**src/rtl/rr_dp_pkg.sv**
```systemverilog
package rr_dp_pkg;

  typedef enum logic [0:0] {
    FN_MAC   = 1'b0,
    FN_SQADD = 1'b1
  } func_kind_e;

  function automatic int sel_width(input int n);
    return (n > 1) ? $clog2(n) : 1;
  endfunction

endpackage

```
**src/rtl/rr_phase_gen.sv**
```systemverilog
module rr_phase_gen #(
  parameter int N_LANES = 4,
  parameter int SEL_W   = 2
) (
  input  logic               clk,
  input  logic               rst,
  output logic [N_LANES-1:0] phase_oh,
  output logic [SEL_W-1:0]   sel
);

  localparam logic [SEL_W-1:0] LAST_IDX = SEL_W'(N_LANES - 1);

  generate
    if (N_LANES == 1) begin : g_single
      always_ff @(posedge clk) begin
        phase_oh <= 1'b1;
        sel      <= '0;
      end
    end else begin : g_ring
      always_ff @(posedge clk) begin
        if (rst) begin
          phase_oh <= N_LANES'(1);
          sel      <= '0;
        end else begin
          phase_oh <= (phase_oh << 1) | (phase_oh >> (N_LANES - 1));
          sel      <= (sel == LAST_IDX) ? '0 : sel + 1'b1;
        end
      end
    end
  endgenerate

endmodule

```
**src/rtl/rr_lane_slice.sv**
```systemverilog
module rr_lane_slice
  import rr_dp_pkg::*;
#(
  parameter int              IN_W = 16,
  parameter func_kind_e      FUNC = FN_MAC,
  parameter logic [IN_W-1:0] BIAS = '0
) (
  input  logic            clk,
  input  logic            rst,
  input  logic            load,
  input  logic            in_valid,
  input  logic [IN_W-1:0] in_data,
  output logic            res_valid,
  output logic [IN_W:0]   res_data
);

  localparam int HALF  = IN_W / 2;
  localparam int OUT_W = IN_W + 1;

  logic            op_v;
  logic [IN_W-1:0] op_d;
  logic [OUT_W-1:0] opa, opb;

  always_ff @(posedge clk) begin
    if (rst) begin
      op_v <= 1'b0;
      op_d <= '0;
    end else if (load) begin
      op_v <= in_valid;
      op_d <= in_data;
    end
  end

  assign opa = OUT_W'(op_d[IN_W-1:HALF]);
  assign opb = OUT_W'(op_d[HALF-1:0]);

  generate
    if (FUNC == FN_MAC) begin : g_mac
      assign res_data = opa * opb + OUT_W'(BIAS);
    end else begin : g_sqadd
      assign res_data = opa * opa + opb;
    end
  endgenerate

  assign res_valid = op_v;

endmodule

```
**src/rtl/rr_out_merge.sv**
```systemverilog
module rr_out_merge #(
  parameter int N_LANES = 4,
  parameter int W       = 17,
  parameter int SEL_W   = 2
) (
  input  logic                       clk,
  input  logic                       rst,
  input  logic [SEL_W-1:0]           sel,
  input  logic [N_LANES-1:0]         lane_v,
  input  logic [N_LANES-1:0][W-1:0]  lane_d,
  output logic                       out_valid,
  output logic [W-1:0]               out_data
);

  logic         pick_v;
  logic [W-1:0] pick_d;

  always_comb begin
    pick_v = 1'b0;
    pick_d = '0;
    for (int k = 0; k < N_LANES; k++) begin
      if (sel == SEL_W'(k)) begin
        pick_v = lane_v[k];
        pick_d = lane_d[k];
      end
    end
  end

  always_ff @(posedge clk) begin
    if (rst) begin
      out_valid <= 1'b0;
      out_data  <= '0;
    end else begin
      out_valid <= pick_v;
      if (pick_v) out_data <= pick_d;
    end
  end

endmodule

```
**src/rtl/rr_interleave_dp.sv**
```systemverilog
module rr_interleave_dp
  import rr_dp_pkg::*;
#(
  parameter int              N_LANES = 4,
  parameter int              IN_W    = 16,
  parameter func_kind_e      FUNC    = FN_MAC,
  parameter logic [IN_W-1:0] BIAS    = 16'hFFF0
) (
  input  logic               clk,
  input  logic               rst,
  input  logic               in_valid,
  input  logic [IN_W-1:0]    in_data,
  output logic               out_valid,
  output logic [IN_W:0]      out_data,
  output logic [N_LANES-1:0] phase_oh
);

  localparam int OUT_W = IN_W + 1;
  localparam int SEL_W = sel_width(N_LANES);

  logic [SEL_W-1:0]              ph_sel;
  logic [N_LANES-1:0]            lane_v;
  logic [N_LANES-1:0][OUT_W-1:0] lane_d;

  rr_phase_gen #(.N_LANES(N_LANES), .SEL_W(SEL_W)) u_phase (
    .clk      (clk),
    .rst      (rst),
    .phase_oh (phase_oh),
    .sel      (ph_sel)
  );

  generate
    for (genvar k = 0; k < N_LANES; k++) begin : g_lane
      rr_lane_slice #(.IN_W(IN_W), .FUNC(FUNC), .BIAS(BIAS)) u_lane (
        .clk       (clk),
        .rst       (rst),
        .load      (phase_oh[k]),
        .in_valid  (in_valid),
        .in_data   (in_data),
        .res_valid (lane_v[k]),
        .res_data  (lane_d[k])
      );
    end
  endgenerate

  rr_out_merge #(.N_LANES(N_LANES), .W(OUT_W), .SEL_W(SEL_W)) u_merge (
    .clk       (clk),
    .rst       (rst),
    .sel       (ph_sel),
    .lane_v    (lane_v),
    .lane_d    (lane_d),
    .out_valid (out_valid),
    .out_data  (out_data)
  );

endmodule

```
**config.mk**
```make
export PLATFORM = sky130hd
export DESIGN_NAME = rr_interleave_dp
export DESIGN_NICKNAME = d
export VERILOG_FILES = /design/src/rtl/rr_dp_pkg.sv /design/src/rtl/rr_phase_gen.sv /design/src/rtl/rr_lane_slice.sv /design/src/rtl/rr_out_merge.sv /design/src/rtl/rr_interleave_dp.sv
export SDC_FILE = /design/constraint.sdc
export NUM_CORES = 1
export LEC_CHECK = 0
export BUFFER_PORTS_ARGS = -buffer_cell sky130_fd_sc_hd__buf_2
export CAP_MARGIN = 25
export CORE_MARGIN = 2
export CORE_UTILIZATION = 55
export CTS_BUF_LIST = sky130_fd_sc_hd__clkbuf_8
export DETAILED_ROUTE_END_ITERATION = 7
export PLACE_DENSITY_LB_ADDON = 0.05
export SYNTH_ARGS = -nofsm -noshare
export SYNTH_HDL_FRONTEND = slang
export SYNTH_SLANG_ARGS = --single-unit
```
**constraint.sdc**
```tcl
create_clock -name clk -period 7 [get_ports clk]
set_input_delay 0.7 -clock clk [delete_from_list [all_inputs] [get_ports clk]]
set_output_delay 0.7 -clock clk [all_outputs]
set_load 0.02 [all_outputs]
```
==> flow_metrics.py <==
metrics = {
    "setup_path": {
        "crit_path_end_kind": "flip-flop",
        "critPathMaxFanout": 9,
        "worst-setup-path-type": "reg2reg",
        "r2r_slack_ps": 1360,
        "r2r-start": "g_lane[1].u_lane.op_d[2]$_SDFFE_PP0P_",
        "cp.required_ps": 7260,
        "reg2reg_to": "u_merge.out_data[11]$_SDFFE_PP0P_",
        "crit_path_start_kind": "flip-flop",
        "crit_path_end": "u_merge.out_data[11]$_SDFFE_PP0P_",
        "crit_start": "g_lane[1].u_lane.op_d[2]$_SDFFE_PP0P_",
        "rr_worst_depth": 19,
        "critPathArrivalTime_ps": 5890,
    },
    "drt": {
        "routed.top_layer": "met4",
        "route.met3.wl_mm": 1.96,
        "final_antenna_net_count": 0,
        "via_count": 10600,
        "drt-met1-wl_mm": 14.8,
        "drc": 0,
        "dr.pass1.iters": 5,
        "finalWirelength_mm": 32.3,
        "drt_iter0_drc": 590,
        "vias_per_cell": 5.64,
        "wire_per_inst_microns": 17.3,
        "met2WireLength_mm": 14.4,
    },
    "cts": {
        "postCtsSetupRepairBufs": 0,
        "cts_tree": "yes",
        "cts.sinks": 92,
        "ctsResizeCount": 0,
        "cts_max_level": 3,
        "worstSkewPairLatency_ps": 410,
        "clockBufferDepth": 2,
        "cts_root_buffer": "clkbuf_8",
        "ctsHoldBuffers": 0,
        "cts_buffers": 9,
        "cts.reportedPaths.clkPinSlew_ps": 120,
    },
    "power_and_ir_drop": {
        "p_per_area_mw_per_mm2": 109,
        "max-vdd-ir-drop_mv": 0.100,
        "p_clk_share_pct": 28.2,
        "p_int_mw": 0.915,
        "switching_share_pct": 39.7,
        "seqPwrFrac_pct": 39.8,
        "p_sw_mw": 0.601,
        "p_leak_nw": 7.10,
        "combPwrFrac_pct": 32.0,
    },
    "synthesis": {
        "synthDistinctLibCells": 86,
        "synth_area_sq_mm": 0.0134,
        "async_flop_share_pct": 0,
        "synth.top_cell.area_share_pct": 21.6,
        "synth_fp_nets": 1853,
        "synth_top_flop_cell": "dfxtp_1",
        "synthTopCellsByCount": "inv_1 (212), and2_1 (183), ha_1 (152)",
        "yosysTopAreaCell": "fa_1",
        "post-synth-top-count-cell": "inv_1",
        "yosys_warnings": 0,
        "syn_area_per_cell_sq_um": 8.69,
        "syn_inst": 1538,
        "synth-seq-cells": 92,
        "synthTopCellsByArea": "fa_1 (22%), ha_1 (14%), dfxtp_1 (14%), and2_1 (8.6%), inv_1 (6.0%)",
        "ys_seq_area_share_pct": 13.8,
        "synth-edff-count": 0,
    },
    "job": {
        "maxCapViolations": 0,
    },
    "layout": {
        "final_util_pct": 57.9,
        "fin_area_sq_mm": 0.0140,
        "antenna_cells": 0,
        "layout.nets": 1857,
        "area_growth_syn_to_layout_pct": 4.54,
        "drive_gt1_share_pct": 5.95,
    },
    "placed_design": {
        "place_congestion": 0.867,
        "dpl_cell_area_sq_mm": 0.0137,
        "post-dp-hpwl_mm": 25.6,
        "placement.io_buffers": 40,
    },
    "global_routing": {
        "grt_max_degree": 94,
        "track_usage_pct": 26.4,
        "grt_pass1_wl_mm": 54.1,
        "grt_overflow": 0,
        "grt_pass1_vias": 10400,
        "antenna_found_initial": 0,
    },
    "die": {
        "ioPinCount": 41,
        "start_util_pct": 55.4,
        "core_sq_mm": 0.0241,
        "die_area_sq_mm": 0.0255,
        "die_w_microns": 160,
        "die_height_microns": 160,
        "core.rowCount": 57,
    },
    "sta": {
        "finalSetupViolCount": 0,
        "finalHoldViolCount": 0,
        "max_slew_margin_pct": 31.1,
        "fin_skew_ps": 21.8,
        "rsz0062_at_grt": "false",
        "fin_setup_tns_ps": 0,
        "min_period_ps": 5640,
        "period_share_pct": 80.5,
        "slew_viol_final": 0,
        "timing.fmax_mhz": 177,
        "worst_slew_pin_slew_ps": 1030,
    },
    "outcome": {
        "status": "finished clean",
    },
    "worst_hold_path": {
        "hold_path_class": "reg2reg",
        "min_path_cells": 2,
    },
}
critical path, cell delays in order, from the launching register on:
cell	delay, ps
dfxtp_1	400
and2_1	200
fa_1	530
inv_1	50
fa_1	540
inv_1	50
fa_1	470
inv_1	50
fa_1	470
inv_1	40
ha_1	380
or3b_1	140
o221ai_1	110
or3b_4	450
or3_1	370
o21ai_0	180
o211ai_1	130
xor2_1	160
a211oi_1	590
o32ai_1	190
area by class of cell:
class / instances / area (sq um)
timing repair buffer: 47 / 293
inverter: 212 / 796
clock buffer: 9 / 124
clock inverter: 7 / 92.6
sequential: 92 / 1840
multi-input combinational: 1180 / 10400
tap: 324 / 405
fill: 2330 / 10100
metrics by stage:
step	hold slack (ps)	setup WS, ps	instances	power [mW]
detailed placement	447	1450	1853	1.08
CTS	470	1390	1869	1.51
global placement	446	1480	1853	1.08
global route	487	1020	1871	1.59
finish	469	1360	1871	1.52
floorplan	452	1800	1538	0.944
registers in the layout, summed over array words and instances, names as in the netlist:
| signal | cells |
|---|---|
| g_lane.u_lane.op_d | 64 |
| u_merge.out_data | 17 |
| g_lane.u_lane.res_valid | 4 |
| u_phase.phase_oh | 4 |
| u_phase.sel | 2 |
| u_merge.out_valid | 1 |
cells by family (layout without fill, tap and decap cells):
| logic type | count (synthesis) | count (layout) | synth area share (%) |
|---|---|---|---|
| fa+ha+maj | 296 | 296 | 35.8 |
| compound gates | 224 | 224 | 12.2 |
| mux | 72 | 72 | 5.40 |
| flops | 92 | 92 | 13.8 |
| xor+xnor | 61 | 61 | 4.00 |
| simple gates | 527 | 527 | 20.5 |
| buf+inv | 266 | 275 | 8.26 |
routing by layer:
| metal | track usage, % | vias up |
|---|---|---|
| li1 | - | 5128 |
| met1 | 36.3 | 5180 |
| met2 | 41.9 | 213 |
| met3 | 4.86 | 38 |
| met4 | 9.66 | 0 |
| met5 | 0 | - |
power groups by stage:
stage                     registers [mW]  clock network [mW]  logic (mW)
final                              0.603               0.428       0.485
after global routing               0.609               0.456       0.529
after detailed placement           0.617                   0       0.465
after global placement             0.616                   0       0.461
after floorplan                    0.603                   0       0.341
after CTS                          0.605               0.436       0.468
worst min-delay path by stage:
stage,start,to
floorplan,g_lane[0].u_lane.res_valid$_SDFFE_PP0P_,g_lane[0].u_lane.res_valid$_SDFFE_PP0P_
global placement,u_merge.out_data[7]$_SDFFE_PP0P_,u_merge.out_data[7]$_SDFFE_PP0P_
detailed placement,u_merge.out_data[6]$_SDFFE_PP0P_,u_merge.out_data[6]$_SDFFE_PP0P_
CTS,u_merge.out_data[6]$_SDFFE_PP0P_,u_merge.out_data[6]$_SDFFE_PP0P_
global route,u_merge.out_data[6]$_SDFFE_PP0P_,u_merge.out_data[6]$_SDFFE_PP0P_
finish,u_merge.out_data[6]$_SDFFE_PP0P_,u_merge.out_data[6]$_SDFFE_PP0P_
cells in the final DEF, fill, tap and decap left out, types with 21 or more instances in the layout:
master	netlist	routed
inv_1	212	212
and2_1	183	183
ha_1	152	152
fa_1	144	144
nor2_1	119	119
nand2_1	108	108
dfxtp_1	92	92
mux2i_1	71	71
a21oi_1	48	48
buf_2	2	40
xnor2_1	37	37
nor3_1	26	26
o21ai_0	26	26
xor2_1	24	24
a21o_1	23	23
a211oi_1	21	21
(Power assumes the default switching activity.)
